<file path="config.mk">
export PLATFORM = sky130hd
export DESIGN_NAME = switch_irq_apb
export DESIGN_NICKNAME = d
export VERILOG_FILES = /design/src/rtl/swirq_pkg.sv /design/src/rtl/swirq_ctrl.sv /design/src/rtl/swirq_sync.sv /design/src/rtl/swirq_datapath.sv /design/src/rtl/switch_irq_apb.sv
export SDC_FILE = /design/constraint.sdc
export NUM_CORES = 1
export LEC_CHECK = 0
export BUFFER_PORTS_ARGS = -buffer_cell sky130_fd_sc_hd__buf_2
export CAP_MARGIN = 40
export CORE_ASPECT_RATIO = 0.8
export CORE_MARGIN = 5
export CORE_UTILIZATION = 36
export DETAILED_ROUTE_END_ITERATION = 8
export PLACE_DENSITY = 0.8
export SYNTH_ARGS = -nofsm -noshare
export SYNTH_HDL_FRONTEND = slang
export SYNTH_HIERARCHICAL = 1
export SYNTH_SLANG_ARGS = --single-unit
</file>
<file path="constraint.sdc">
create_clock -name pClk -period 0.99 [get_ports pClk]
set_input_delay 0.1485 -clock pClk [delete_from_list [all_inputs] [get_ports pClk]]
set_output_delay 0.1485 -clock pClk [all_outputs]
set_load 0.02 [all_outputs]
</file>
<file path="src/rtl/swirq_pkg.sv">
package swirq_pkg;

  // Strobes from bus control to the datapath, one per access kind.
  typedef struct packed {
    logic ledLoad;      // write access phase: load LED decode
    logic statusClear;  // read access phase: clear event flags
  } ctrlStrobes_t;

endpackage

</file>
<file path="src/rtl/swirq_ctrl.sv">
module swirq_ctrl
  import swirq_pkg::*;
(
  input  logic         pSel,
  input  logic         pEnable,
  input  logic         pWrite,
  output ctrlStrobes_t strobes,
  output logic         pReady,
  output logic         pSlvErr
);

  logic accessPhase;

  // Single register location: every access phase completes in one cycle.
  assign accessPhase         = pSel & pEnable;
  assign strobes.ledLoad     = accessPhase & pWrite;
  assign strobes.statusClear = accessPhase & ~pWrite;

  assign pReady  = 1'b1;
  assign pSlvErr = 1'b0;

endmodule

</file>
<file path="src/rtl/swirq_sync.sv">
module swirq_sync #(
  parameter int STAGES = 3
) (
  input  logic clk,
  input  logic swAsync,
  output logic evt
);

  logic [STAGES-1:0] chain;

  // A low switch line empties the chain at once; a high line fills it
  // from the bottom one stage per edge.
  always_ff @(posedge clk or negedge swAsync) begin
    if (!swAsync) chain <= '0;
    else          chain <= {chain[STAGES-2:0], 1'b1};
  end

  // Event: the fill has reached the next-to-last stage but not the last.
  assign evt = chain[STAGES-2] & ~chain[STAGES-1];

endmodule

</file>
<file path="src/rtl/swirq_datapath.sv">
module swirq_datapath
  import swirq_pkg::*;
#(
  parameter int NUM_SW      = 2,
  parameter int NUM_LED     = 8,
  parameter int DATA_W      = 32,
  parameter int SYNC_STAGES = 3
) (
  input  logic              pClk,
  input  logic              pResetN,
  input  ctrlStrobes_t      strobes,
  input  logic [DATA_W-1:0] pWData,
  input  logic [NUM_SW-1:0] swIn,
  output logic [DATA_W-1:0] pRData,
  output logic [NUM_LED-1:0] ledOut,
  output logic              irqOut
);

  localparam int SEL_W = $clog2(NUM_LED);

  logic [NUM_SW-1:0]  swEvt;
  logic [NUM_SW-1:0]  statusReg;
  logic [NUM_LED-1:0] ledReg;
  logic               irqReg;
  logic               anyEvt;
  logic               unusedWdata;

  genvar gi;
  generate
    for (gi = 0; gi < NUM_SW; gi++) begin : g_sync
      swirq_sync #(.STAGES(SYNC_STAGES)) uSync (
        .clk     (pClk),
        .swAsync (swIn[gi]),
        .evt     (swEvt[gi])
      );
    end
  endgenerate

  // Priority scan from switch 0 upward; any hit yields the single pulse.
  always_comb begin
    anyEvt = 1'b0;
    for (int i = 0; i < NUM_SW; i++) begin
      if (!anyEvt && swEvt[i]) anyEvt = 1'b1;
    end
  end

  always_ff @(posedge pClk or negedge pResetN) begin
    if (!pResetN) begin
      ledReg    <= '0;
      statusReg <= '0;
      irqReg    <= 1'b0;
    end else begin
      if (strobes.ledLoad)
        ledReg <= NUM_LED'(1) << pWData[SEL_W-1:0];
      // Clearing read and new events at one edge: the new events win.
      statusReg <= (strobes.statusClear ? '0 : statusReg) | swEvt;
      irqReg    <= anyEvt;
    end
  end

  assign unusedWdata = ^pWData[DATA_W-1:SEL_W];
  assign pRData      = DATA_W'(statusReg);
  assign ledOut      = ledReg;
  assign irqOut      = irqReg;

endmodule

</file>
<file path="src/rtl/switch_irq_apb.sv">
module switch_irq_apb
  import swirq_pkg::*;
#(
  parameter int NUM_SW      = 2,
  parameter int NUM_LED     = 8,
  parameter int DATA_W      = 32,
  parameter int SYNC_STAGES = 3
) (
  input  logic               pClk,
  input  logic               pResetN,
  input  logic               pSel,
  input  logic               pEnable,
  input  logic               pWrite,
  input  logic [DATA_W-1:0]  pWData,
  output logic [DATA_W-1:0]  pRData,
  output logic               pReady,
  output logic               pSlvErr,
  input  logic [NUM_SW-1:0]  swIn,
  output logic [NUM_LED-1:0] ledOut,
  output logic               irqMain,
  output logic               irqCopy
);

  ctrlStrobes_t strobes;
  logic         irqPulse;

  swirq_ctrl uCtrl (
    .pSel    (pSel),
    .pEnable (pEnable),
    .pWrite  (pWrite),
    .strobes (strobes),
    .pReady  (pReady),
    .pSlvErr (pSlvErr)
  );

  swirq_datapath #(
    .NUM_SW      (NUM_SW),
    .NUM_LED     (NUM_LED),
    .DATA_W      (DATA_W),
    .SYNC_STAGES (SYNC_STAGES)
  ) uData (
    .pClk    (pClk),
    .pResetN (pResetN),
    .strobes (strobes),
    .pWData  (pWData),
    .swIn    (swIn),
    .pRData  (pRData),
    .ledOut  (ledOut),
    .irqOut  (irqPulse)
  );

  assign irqMain = irqPulse;
  assign irqCopy = irqPulse;

endmodule

</file>
==> Word level (Yosys, flattened, before mapping) <==
Index checks and enable logic that the tools add are counted.
{ "op_classes": {"addsub": 0, "n_mul": 0, "n_div": 0, "magnitude_cmp": 0, "n_eq_ne": 0, "shift": 1, "muxes": 3, "n_bitwise": 9, "n_reduce_logical": 2} }
{ "op_table": {"columns": ["operator", "n"], "rows": [
  ["1-bit by 3-bit left shift with 8-bit output, first input constant", 1],
  ["1-bit AND", 5],
  ["1-bit inverter", 3],
  ["1-bit two-way mux", 2],
  ["2-bit two-way mux", 1],
  ["2-bit bitwise OR", 1],
  ["1-bit logical AND", 1],
  ["1-bit logical NOT", 1]
]} }
{ "word_totals": {"ff_bits": 17, "latch_bits": 0, "ramBits": 0, "rom_bits": 0, "input_bits": 39, "out_inout_bits": 44, "memories": 0} }

==> Logic depth before layout (Yosys ltp) <==
{ "logic_depth": {"ltp_word": 6, "depth_mapped": 4, "mapped_depth_nobuf": 3} }

==> Modules after synthesis <==
The synthesis kept the hierarchy.
{ "modules_own_cells": {"columns": ["mod", "instances", "cells_each", "area_each_um2", "seq_area_each_um2"], "rows": [
  ["swirq_datapath", 1, 70, 671.9, 275.3],
  ["swirq_sync", 2, 5, 92.6, 75.1],
  ["swirq_ctrl", 1, 6, 38.8, 0.0],
  ["switch_irq_apb", 1, 1, 7.5, 0.0]
]} }

==> Worst setup path before layout <==
No wires, ideal clock.
{ "synth_timing": {"kind": "reg-to-reg", "from": "reg uData.g_sync[1].uSync.chain[1]", "to": "reg uData.irqReg, in the netlist uData/irqOut", "arrival_time_ps": 673, "required_time_ps": 866, "slack_ps": 193, "stages_incl_launch_ff": 3, "path_buffers": 0, "path_cell_list": "dfrtp_1 nor2b_4 or2_1"} }
{ "synth_between": {"elab_chain_len": 3} }
{ "synth_rtl": {"columns": ["item", "line", "rtl"], "rows": [
  ["start, declared", "swirq_sync.sv:9", "logic [STAGES-1:0] chain;"],
  ["start signal, assigned", "swirq_sync.sv:15", "else chain <= {chain[STAGES-2:0], 1'b1};"],
  ["1-bit AND", "swirq_sync.sv:19", "assign evt = chain[STAGES-2] & ~chain[STAGES-1];"],
  ["named net uData.swEvt[1]", "swirq_datapath.sv:21", "logic [NUM_SW-1:0] swEvt;"],
  ["1-bit logical AND", "swirq_datapath.sv:43", "if (!anyEvt && swEvt[i]) anyEvt = 1'b1;"],
  ["1-bit two-way mux", "swirq_datapath.sv:43", null],
  ["named net uData.anyEvt", "swirq_datapath.sv:25", "logic anyEvt;"],
  ["end signal, assigned", "swirq_datapath.sv:57", "irqReg <= anyEvt;"],
  ["end, declared", "swirq_datapath.sv:24", "logic irqReg;"]
]} }
The timed path passes the listed nets, and every way through them passes these cells.
A chain may end at the register's enable or synchronous reset.

==> Worst setup path in the final report <==
{ "layout_timing": {"from": "reg uData.ledReg[0], in the netlist uData/ledOut[0]", "to": "out ledOut[0]"} }
{ "layout_lines": {"columns": ["item", "line", "rtl"], "rows": [
  ["start, declared", "swirq_datapath.sv:23", "logic [NUM_LED-1:0] ledReg;"],
  ["start signal, assigned", "swirq_datapath.sv:54", "ledReg <= NUM_LED'(1) << pWData[SEL_W-1:0];"],
  ["end, declared", "switch_irq_apb.sv:19", "output logic [NUM_LED-1:0] ledOut,"]
]} }
No word-level cell between the ends.

==> out/metrics.csv <==
stage,metric,value,unit
status,outcome,"finished, final reports clean",
logic_synthesis,Post-Syn Area,903.4,µm²
timing,skew final,2.617,ps
clock_tree,clock latency on the worst-skew pair,280,ps
detailed_routing,drt pass-1 iters,4,
logic_synthesis,post-synthesis compound-gate area fraction,8.587,%
setup_path,reg-to-reg critical path startpoint,uData/ledOut[0],
logic_synthesis,post-synth cell types,16,
worst_hold_path,min-delay src,pWData[1],
floorplanning,core area,2422,µm²
floorplanning,Die Height,54.81,µm
timing,Max Freq,1.016,GHz
floorplanning,initial core utilization,37.29,%
floorplanning,Die Area,3617,µm²
logic_synthesis,Synth Instances,87,
pwr,Switch Pwr,0.0005223,W
worst_hold_path,Worst Hold Path Cells,2,
pwr,Max VDD drop,0.4304,mV
clock_tree,Root Driver,clkbuf_4,
setup_path,Crit Path Class,flip-flop to output pin,
place,dpl cell area,910.9,µm²
final_layout,nets,159,
global_route,first-pass GRT wire length,2180,µm
place,DPL Wire Length,1324,µm
global_route,gr usage total,8.155,%
timing,minimum clock period,983.9,ps
logic_synthesis,Yosys reg bits,17,
final_layout,Layout Cells excl Fill,155,
place,GPL Wtd Cong,0.7406,
timing,unrepaired setup endpoints after global routing,yes,
worst_hold_path,Hold Path End,uData/ledOut[4],
place,cell count after placement,140,
setup_path,"slowest stage delay, CP",410,ps
setup_path,Crit path buffers/inverters,1,
clock_tree,Clock transition at path regs,100,ps
clock_tree,clock sinks,17,
pwr,sw frac,32.42,%
floorplanning,IO Count,83,
final_layout,"most common cell after layout, fill and taps aside",conb_1,
setup_path,crit path max fanout,2,
setup_path,CP startpoint,uData/ledOut[0],
clock_tree,clk buf depth,2,
global_route,initial antenna violation count,0,
pwr,Gate power share,28.3,%
global_route,vias in the first global route,504,
logic_synthesis,main combinational cell family by area after synthesis,buffers and inverters,
detailed_routing,Iteration-0 DRC Markers,1,
logic_synthesis,synthesis warning total,6,
final_layout,Fillers,225,
final_layout,"commonest cells after routing, fill and taps aside","34 x conb_1, 17 x dfrtp_1, 11 x buf_2, 10 x buf_6",
global_route,largest net degree at the start of global routing,12,
timing,Pins Over Slew Limit,0,
pwr,leakage,0.5788,nW
pwr,Flop pwr share,49.0,%
detailed_routing,final WL,1653,µm
logic_synthesis,area share of fa/ha/maj cells after synthesis,0,%
floorplanning,width of the die,66.01,µm
final_layout,# diodes,0,
setup_path,critical path required time,840,ps
timing,Final setup viols,0,
final_layout,design area,1091,µm²
logic_synthesis,synthesized area per cell,10.38,µm²
detailed_routing,post-route ant nets,0,
detailed_routing,DR WL/cell,10.66,µm
pwr,P_int,0.001089,W
setup_path,slowest CP cell,dfrtp_1,
final_layout,layout cells sized above 1,32.77,%
logic_synthesis,sequential area share after synthesis,47.09,%
detailed_routing,DR vias/cell,3.639,
logic_synthesis,XOR/XNOR Fraction of Synth Area,0,%
final_layout,P&R area growth vs syn,20.78,%
setup_path,crit path DAT,840,ps
job,max-cap viol count,0,
worst_hold_path,Hold Path Class,input pin to flip-flop,
pwr,PD cells,1476,nW/µm²
setup_path,r2r setup slk,100,ps
setup_path,FF-to-FF End,uData/ledOut[0],
detailed_routing,vias post-DR,564,
setup_path,Startpoint Class,flip-flop,
clock_tree,TritonCTS clock tree,built,
clock_tree,TritonCTS Buffers,3,
floorplanning,num rows,16,
clock_tree,H-tree depth,1,
place,port bufs,21,
setup_path,family with the most delay on the worst path,flip-flops,
setup_path,R2R depth,4,
timing,Final Hold Fails,0,
setup_path,CP cell instances,buf_6,
timing,Final Cycle Share,99.38,%
global_route,GRT Residual Overflow,0,
pwr,Clk pwr share,22.7,%
logic_synthesis,post-synthesis mux area share,0,%
detailed_routing,drc violations,0,
timing,Setup TNS Final,0,ps
setup_path,Crit. End Element,output pin,
logic_synthesis,Simple-Gate Fraction of Synth Area,9.834,%
-- synthesized netlist by cell type --
master | n | area, µm²
and3_2 | 1 | 7.510
nand2_2 | 1 | 6.260
o32ai_2 | 1 | 16.27
a21o_1 | 2 | 15.01
nand2_1 | 2 | 7.510
buf_4 | 33 | 247.7
nand2b_1 | 4 | 25.02
nor2b_4 | 2 | 27.53
dfrtp_1 | 17 | 425.4
conb_1 | 5 | 18.77
and3b_1 | 1 | 8.760
o22ai_1 | 6 | 37.54
o32ai_1 | 1 | 8.760
or2_1 | 1 | 6.260
inv_1 | 9 | 33.78
buf_6 | 1 | 11.26
-- layer usage --
metal | up-vias | GRT usage, % | part of all wire (%) | wire length [µm]
met4 | 0 | 5.068 | 1.5 | 25
met2 | 29 | 14.98 | 51 | 842
met5 | - | 0 | 0 | 0
met3 | 2 | 2.259 | 11 | 182
met1 | 265 | 8.417 | 36 | 602
li1 | 268 | - | - | -
-- final cells by class --
class / instances / area (µm²) / share of cell area [%]
timing repair buffer: 33 / 265.3 / 24.31
inverter: 9 / 33.78 / 3.096
multi-input combinational: 56 / 294.0 / 26.95
clock buffer: 3 / 22.52 / 2.064
clock inverter: 1 / 5.005 / 0.4587
tap: 36 / 45.04 / 4.128
sequential: 17 / 425.4 / 38.99
-- timing repair --
item,in CTS,in global routing
gates resized for setup,10,10
endpoints found under the hold margin,17,0
hold buffers,3,0
endpoints found under the setup margin,11,12
gates cloned,0,0
buffers inserted,4,4
-- worst max-delay path by stage --
stage,endpoint,slack [ps],cells after the start
final,ledOut[0],6,1
after global routing,ledOut[0],-40,1
after CTS,irqCopy,-2,1
after detailed placement,uData/ledOut[0],-10,4
after global placement,uData/ledOut[0],40,4
after floorplan,uData/irqOut,190,2
-- worst register-to-register path: stages (launching register included) --
cell	delay (ps)
dfrtp_1	410
buf_4	130
buf_4	120
inv_1	40
o32ai_1	70
-- flip-flops by register name (all words and copies together) (netlist names) --
register                  cells
uData/g_sync.uSync/chain      6
uData/irqOut                  1
uData/ledOut                  8
uData/statusReg               2
-- through the flow --
step / hold slack [ps] / utilization [%] / setup slack, ps / total power (W)
3_5_place_dp: -54.03 / 37.60 / -14.79 / 0.001140
4_1_cts: 96.32 / 42.51 / -2.047 / 0.001573
3_3_place_gp: -57.26 / 37.60 / 43.07 / 0.001126
2_1_floorplan: -147.1 / - / 192.5 / 0.001133
6_report: 108.3 / 45.04 / 6.129 / 0.001611
5_1_grt: 98.17 / 45.04 / -37.19 / 0.001699
-- cell families (layout without fill, tap and decap cells) --
| kind of cell | count (synthesis) | after routing |
|---|---|---|
| buf+inv | 43 | 46 |
| compound gates | 10 | 10 |
| flops | 17 | 17 |
| other cells | 5 | 34 |
| simple gates | 12 | 12 |
-- power by group through the flow --
stage / Clock (W) / Sequential, W / Combinational, W
2_1_floorplan: 0 / 0.000851 / 0.000283
3_3_place_gp: 0 / 0.000792 / 0.000335
3_5_place_dp: 0 / 0.000795 / 0.000345
4_1_cts: 0.000383 / 0.000784 / 0.000406
5_1_grt: 0.000417 / 0.000797 / 0.000486
6_report: 0.000366 / 0.000789 / 0.000456
No activity file was read; power rests on OpenSTA's default activity.
